<file path="config.mk">
export PLATFORM = sky130hd
export DESIGN_NAME = pair_corner_ctrl
export DESIGN_NICKNAME = d
export VERILOG_FILES = /design/src/rtl/pair_corner_pkg.sv /design/src/rtl/pair_mode_track.sv /design/src/rtl/pair_corner_store.sv /design/src/rtl/pair_corner_decide.sv /design/src/rtl/pair_corner_ctrl.sv
export SDC_FILE = /design/constraint.sdc
export NUM_CORES = 1
export LEC_CHECK = 0
export CAP_MARGIN = 40
export CORE_MARGIN = 2
export CORE_UTILIZATION = 52
export DETAILED_ROUTE_END_ITERATION = 7
export MAX_ROUTING_LAYER = met4
export PLACE_DENSITY = 0.77
export SYNTH_ARGS = -nofsm -noshare
export SYNTH_HDL_FRONTEND = slang
export SYNTH_SLANG_ARGS = --single-unit
export TNS_END_PERCENT = 50
</file>
<file path="constraint.sdc">
create_clock -name clk -period 1.89 [get_ports clk]
set_input_delay 0.189 -clock clk [delete_from_list [all_inputs] [get_ports clk]]
set_output_delay 0.189 -clock clk [all_outputs]
set_load 0.02 [all_outputs]
</file>
<file path="src/rtl/pair_corner_pkg.sv">
package pair_corner_pkg;

  typedef enum logic {
    MODE_FRAME = 1'b0,
    MODE_FIELD = 1'b1
  } pair_mode_e;

  // Reuse/reload rule: top half follows mode agreement with the left pair,
  // bottom half follows the current pair mode alone.
  function automatic logic f_reuse(input logic cur_fld,
                                   input logic left_fld,
                                   input logic bottom);
    if (bottom) f_reuse = (cur_fld == MODE_FRAME);
    else        f_reuse = (cur_fld == left_fld);
  endfunction

  // Reload row: frame takes the last row above, field the row before it.
  function automatic logic [15:0] f_pick(input logic        cur_fld,
                                         input logic [15:0] last_row,
                                         input logic [15:0] prev_row);
    f_pick = (cur_fld == MODE_FIELD) ? prev_row : last_row;
  endfunction

endpackage

</file>
<file path="src/rtl/pair_mode_track.sv">
module pair_mode_track #(
  parameter int MB_COLS = 5,
  localparam int COL_W = (MB_COLS > 1) ? $clog2(MB_COLS) : 1
) (
  input  logic             clk,
  input  logic             rst_n,
  input  logic             row_start,
  input  logic             pair_done,
  input  logic             cur_field,
  output logic             left_field,
  output logic [COL_W-1:0] col
);

  localparam logic [COL_W-1:0] LAST_COL = COL_W'(MB_COLS - 1);

  wire col_wrap = (col == LAST_COL);

  always_ff @(posedge clk) begin
    if (!rst_n) begin
      left_field <= 1'b0;
      col        <= '0;
    end else if (row_start) begin
      left_field <= 1'b0;
      col        <= '0;
    end else if (pair_done) begin
      left_field <= cur_field;
      col        <= col_wrap ? '0 : col + 1'b1;
    end
  end

  a_r6_row_frame: assert property (@(posedge clk) disable iff (!rst_n)
    row_start |=> !left_field);
  a_r6_latch_mode: assert property (@(posedge clk) disable iff (!rst_n)
    (pair_done && !row_start) |=> (left_field == $past(cur_field)));
  a_r7_col_range: assert property (@(posedge clk) disable iff (!rst_n)
    col <= LAST_COL);
  a_r7_col_wrap: assert property (@(posedge clk) disable iff (!rst_n)
    (pair_done && !row_start && col == LAST_COL) |=> (col == '0));

endmodule

</file>
<file path="src/rtl/pair_corner_store.sv">
module pair_corner_store #(
  parameter int PIX_W   = 8,
  parameter int MB_COLS = 5,
  localparam int COL_W = (MB_COLS > 1) ? $clog2(MB_COLS) : 1
) (
  input  logic             clk,
  input  logic             rst_n,
  input  logic             row_start,
  input  logic             pair_done,
  input  logic [COL_W-1:0] col,
  input  logic [PIX_W-1:0] upd_pix,
  input  logic             ld_en,
  input  logic [PIX_W-1:0] ld_pix,
  output logic [PIX_W-1:0] keep_pix
);

  logic [PIX_W-1:0] top_mem [MB_COLS];

  for (genvar g = 0; g < MB_COLS; g++) begin : g_entry
    wire wr_hit = pair_done && !row_start && (col == COL_W'(g));
    always_ff @(posedge clk) begin
      if (!rst_n)      top_mem[g] <= '0;
      else if (wr_hit) top_mem[g] <= upd_pix;
    end
  end

  wire [PIX_W-1:0] rd_pix = top_mem[col];

  always_ff @(posedge clk) begin
    if (!rst_n)         keep_pix <= '0;
    else if (row_start) keep_pix <= '0;
    else if (pair_done) keep_pix <= rd_pix;
    else if (ld_en)     keep_pix <= ld_pix;
  end

  a_r5_row_clear: assert property (@(posedge clk) disable iff (!rst_n)
    row_start |=> (keep_pix == '0));
  a_r5_load: assert property (@(posedge clk) disable iff (!rst_n)
    (ld_en && !row_start && !pair_done) |=> (keep_pix == $past(ld_pix)));

endmodule

</file>
<file path="src/rtl/pair_corner_decide.sv">
module pair_corner_decide
  import pair_corner_pkg::*;
#(
  parameter int PIX_W = 8
) (
  input  logic             clk,
  input  logic             rst_n,
  input  logic             half_start,
  input  logic             is_bottom,
  input  logic             cur_field,
  input  logic             left_field,
  input  logic [PIX_W-1:0] cand_last,
  input  logic [PIX_W-1:0] cand_prev,
  input  logic [PIX_W-1:0] keep_pix,
  output logic             ld_en,
  output logic [PIX_W-1:0] ld_pix,
  output logic             valid_q,
  output logic             reuse_q,
  output logic [PIX_W-1:0] pix_q
);

  wire              want_reuse = f_reuse(cur_field, left_field, is_bottom);
  wire [15:0]       pick_wide  = f_pick(cur_field, 16'(cand_last), 16'(cand_prev));
  wire [PIX_W-1:0]  reload_pix = pick_wide[PIX_W-1:0];

  assign ld_en  = half_start && !want_reuse;
  assign ld_pix = reload_pix;

  always_ff @(posedge clk) begin
    if (!rst_n) begin
      valid_q <= 1'b0;
      reuse_q <= 1'b0;
      pix_q   <= '0;
    end else begin
      valid_q <= half_start;
      if (half_start) begin
        reuse_q <= want_reuse;
        pix_q   <= want_reuse ? keep_pix : reload_pix;
      end
    end
  end

  a_r2_top_match: assert property (@(posedge clk) disable iff (!rst_n)
    (half_start && !is_bottom) |=> (reuse_q == ($past(cur_field) == $past(left_field))));
  a_r3_bottom_rule: assert property (@(posedge clk) disable iff (!rst_n)
    (half_start && is_bottom) |=> (reuse_q == !$past(cur_field)));
  a_r4_frame_last: assert property (@(posedge clk) disable iff (!rst_n)
    (half_start && !cur_field && !want_reuse) |=> (pix_q == $past(cand_last)));
  a_r4_field_prev: assert property (@(posedge clk) disable iff (!rst_n)
    (half_start && cur_field && !want_reuse) |=> (pix_q == $past(cand_prev)));
  a_r8_strobe: assert property (@(posedge clk) disable iff (!rst_n)
    half_start |=> valid_q);
  a_r8_hold: assert property (@(posedge clk) disable iff (!rst_n)
    !half_start |=> (!valid_q && $stable(pix_q) && $stable(reuse_q)));

endmodule

</file>
<file path="src/rtl/pair_corner_ctrl.sv">
module pair_corner_ctrl #(
  parameter int PIX_W   = 8,
  parameter int MB_COLS = 5
) (
  input  logic             clk,
  input  logic             rst_n,
  input  logic             row_start,
  input  logic             pair_done,
  input  logic             half_start,
  input  logic             is_bottom,
  input  logic             cur_field,
  input  logic [PIX_W-1:0] cand_last,
  input  logic [PIX_W-1:0] cand_prev,
  input  logic [PIX_W-1:0] upd_pix,
  output logic             corner_valid,
  output logic             corner_reuse,
  output logic [PIX_W-1:0] corner_pix
);

  localparam int COL_W = (MB_COLS > 1) ? $clog2(MB_COLS) : 1;

  logic             left_field;
  logic [COL_W-1:0] col;
  logic             ld_en;
  logic [PIX_W-1:0] ld_pix;
  logic [PIX_W-1:0] keep_pix;

  pair_mode_track #(.MB_COLS(MB_COLS)) u_track (
    .clk        (clk),
    .rst_n      (rst_n),
    .row_start  (row_start),
    .pair_done  (pair_done),
    .cur_field  (cur_field),
    .left_field (left_field),
    .col        (col)
  );

  pair_corner_store #(.PIX_W(PIX_W), .MB_COLS(MB_COLS)) u_store (
    .clk       (clk),
    .rst_n     (rst_n),
    .row_start (row_start),
    .pair_done (pair_done),
    .col       (col),
    .upd_pix   (upd_pix),
    .ld_en     (ld_en),
    .ld_pix    (ld_pix),
    .keep_pix  (keep_pix)
  );

  pair_corner_decide #(.PIX_W(PIX_W)) u_decide (
    .clk        (clk),
    .rst_n      (rst_n),
    .half_start (half_start),
    .is_bottom  (is_bottom),
    .cur_field  (cur_field),
    .left_field (left_field),
    .cand_last  (cand_last),
    .cand_prev  (cand_prev),
    .keep_pix   (keep_pix),
    .ld_en      (ld_en),
    .ld_pix     (ld_pix),
    .valid_q    (corner_valid),
    .reuse_q    (corner_reuse),
    .pix_q      (corner_pix)
  );

  a_r8_one_pulse: assert property (@(posedge clk) disable iff (!rst_n)
    $onehot0({row_start, pair_done, half_start}));
  a_r1_reset_out: assert property (@(posedge clk)
    !rst_n |=> (!corner_valid && !corner_reuse && corner_pix == '0));

endmodule

</file>
==> results.toml <==
[status]
outcome = "finished, final reports clean"

[yosys]
yosysWarnings = 0
yosysTopAreaCell = "edfxtp_1"
yosys_most_used_dff = "edfxtp_1"
synthesis.area_mm2 = 0.003123
ys_types = 31
synth_area_leaders = "edfxtp_1 (38%), dfxtp_1 (16%), and2_1 (8.2%), mux2i_1 (6.1%), nor3b_2 (3.6%)"
ys_ff_latch = 65
syn_avg_cell_area_um2 = 10.96
async_flop_share_pct = 0
yosysSeqAreaShare_pct = 54.49
synth_cells = 285
yosys.area.top_type_share_pct = 38.46
syn-num-nets = 321
synth_edf_count = 40

[worst_setup_path]
worstPathMaxFanout = 10
path_depth = 4
reg2reg_depth = 4
crit_path_end = "u_store.keep_pix[2]$_SDFFE_PP0P_"
crit_buf_inv = 0
required_ns = 2.12
arrival_ns = 1.86
path_cells = "or2_0 > nor2_1 > o21ai_0 > a31oi_1"
worstSetupPathType = "flop to flop"
crit_family = "simple AND/OR/NAND/NOR gates"
rrSetupSlack_ns = 0.26
start_kind = "flop"
r2r-end = "u_store.keep_pix[2]$_SDFFE_PP0P_"
end_kind = "flop"
slowest_delay_ns = 0.54
slowest_stage = "dfxtp_1"

[floorplanning]
dieHeight_um = 81.50
fp-row-count = 28
io_pins = 41
die_x_um = 81.50
dieArea_mm2 = 0.006641
floorplan.initialDensity_pct = 53.38
core_mm2 = 0.005851

[cts]
h-tree-depth = 3
cts_root_buf = "clkbuf_8"
postCtsHoldBufs = 0
cts_tree = "built"
numCtsBuffers = 9
clock_path_buffers = 2
ctsResizeCount = 0
clock_sinks = 65
path_clk_slew_ns = 0.07
postCtsSetupBuffers = 0
clkLatencyLatePin_ns = 0.35

[timing]
setup_tns_ns = 0
slew_headroom_pct = 63.90
timing.final.crit_share_pct = 86.46
maxSlewViolCount = 0
fin_skew_ns = 0.009816
tightest_slew_ns = 0.5415
rsz0062_at_grt = "no"
period_needed_ns = 1.634
max_freq_ghz = 0.6120
setup_viol = 0
hold_viol = 0

[power_and_ir_drop]
irDropWorstVdd_uv = 546.5
powerDensity_mw_per_mm2 = 792.4
cellLeakagePower_uw = 0.001360

[detailed_routing]
ant_nets = 0
routed_wl_um = 6702
dr.pass1.iters = 4
wl_met1_um = 2725
wl_per_cell_um = 16.39
highest_layer = "met4"
initialDrtViolationCount = 89
drc = 0
post_drt_via_cell_ratio = 5.501
met3_length_um = 431
vias = 2250
met2_length_um = 3347

[final_layout]
finalNetCount = 366
n_antenna_cell = 0
drive_above_1_share_pct = 12.28
post-route-util_pct = 64.63
area_growth_pct = 21.07
nFillCells = 470

[global_routing]
grt_start_max_net_pins = 24
antenna_found_initial = 0
grt_overflow = 0
grt_pass1_wl_um = 10680
grt_usage_pct = 23.01
grt_pass1_vias = 2226

[placement]
place.port_buffers = 40
dp_hpwl_um = 4608
gp_congestion = 0.7959

[job]
drv_cap = 0

[min_path]
min_path_type = "flop to flop"
synthesized netlist by cell type, types with 2 or more instances:
cell      number
a31oi_1       16
and3_1         8
o21ai_1        8
and2_1        41
nor2_1        16
ha_1           5
nand3_1        9
inv_1          4
mux2i_1       19
clkbuf_1       5
nor3b_2        9
a21oi_1        2
buf_2          6
nand2_1       27
nand2b_1      12
o21ai_0        9
dfxtp_1       25
o211ai_1       7
and3_2         2
buf_4          2
buf_6          4
edfxtp_1      40
logic make-up (layout without fill, tap and decap cells):
logic type                 count (synthesis)  count (layout)  share of synthesized area, %
buffers and inverters                     22              71                         4.086
and+or+nand+nor                          128             128                         23.88
muxes                                     20              20                         6.450
adders and majority gates                  5               5                         2.003
DFF                                       65              65                         54.49
AOI/OAI and AO/OA                         44              44                         8.574
xor gates and xnor gates                   1               1                        0.5210
per-stage QoR:
step,hold WS (ns),instances,worst slack (ns),total power [uW],area [um2]
2_1_floorplan,0.3163,285,0.1755,1765,3123
3_3_place_gp,0.4581,394,0.1284,1900,3591
3_5_place_dp,0.4622,394,0.1117,1910,3591
4_1_cts,0.4753,409,0.2782,3014,3781
5_1_grt,0.4891,409,0.1643,3106,3781
6_report,0.4741,409,0.2559,2996,3781
worst min-delay path by stage:
stage                                     startpoint                               end  cells after the start
floorplan                                      rst_n       u_decide.valid_q$_SDFF_PN0_                      1
global placement    u_store.keep_pix[7]$_SDFFE_PP0P_  u_store.keep_pix[7]$_SDFFE_PP0P_                      2
detailed placement  u_store.keep_pix[3]$_SDFFE_PP0P_  u_store.keep_pix[3]$_SDFFE_PP0P_                      2
CTS                 u_store.keep_pix[3]$_SDFFE_PP0P_  u_store.keep_pix[3]$_SDFFE_PP0P_                      2
global route        u_store.keep_pix[0]$_SDFFE_PP0P_  u_store.keep_pix[0]$_SDFFE_PP0P_                      2
finish              u_store.keep_pix[5]$_SDFFE_PP0P_  u_store.keep_pix[5]$_SDFFE_PP0P_                      2
metal layers:
metal  vias to the layer above  global-route usage (%)
met1                      1065                   25.54
met2                        74                   39.26
met5                         -                       -
met4                         0                   10.34
met3                        18                   5.604
li1                       1093                       -
power by group:
group / total (uW) / internal [uW] / switching [uW]
Sequential: 1580 / 1560 / 21.1
Clock: 1120 / 616 / 499
Combinational: 298 / 142 / 156
layout by cell type (no fill, tap or decap):
master and count:
a22oi_1 1, a31oi_1 16, nor3b_2 9, clkbuf_1 1, o211ai_2 1, and2_1 41, buf_4 11, nand2_1 27
inv_2 1, o21ai_0 9, inv_1 4, clkbuf_8 11, o211ai_1 7, clkinv_2 2, clkdlybuf4s50_1 40, dfxtp_1 25
nor2_1 16, clkbuf_16 1, and4_1 1, edfxtp_1 40, nand3_1 9, or2_0 1, and3_2 2, nor2_2 1
nand2b_1 12, mux2_2 1, ha_1 5, and3_1 8, o21ai_1 8, xor2_2 1, a21oi_1 2, nand4b_1 1
mux2i_1 19
registers in the layout (all words and copies together) (netlist names), named ones only:
name and count:
u_decide.reuse_q 1, u_store.top_mem 40, u_decide.pix_q 8, u_decide.valid_q 1
u_store.keep_pix 8, u_track.left_field 1, u_track.col 3
worst register-to-register path: stages, from the launching register on:
cell and delay [ns]:
dfxtp_1 0.54, or2_0 0.50, nor2_1 0.11, o21ai_0 0.30
a31oi_1 0.07
final cells by class:
cell class | instances | area [um2] | share of cell area, %
inverter | 5 | 18.77 | 0.4964
tap | 75 | 93.84 | 2.482
clock buffer | 13 | 180.2 | 4.765
sequential | 65 | 1702 | 45.00
timing repair buffer | 51 | 483.0 | 12.77
multi-input combinational | 198 | 1294 | 34.22
clock inverter | 2 | 10.01 | 0.2647
Note: power is estimated with default switching activity, not from simulation.
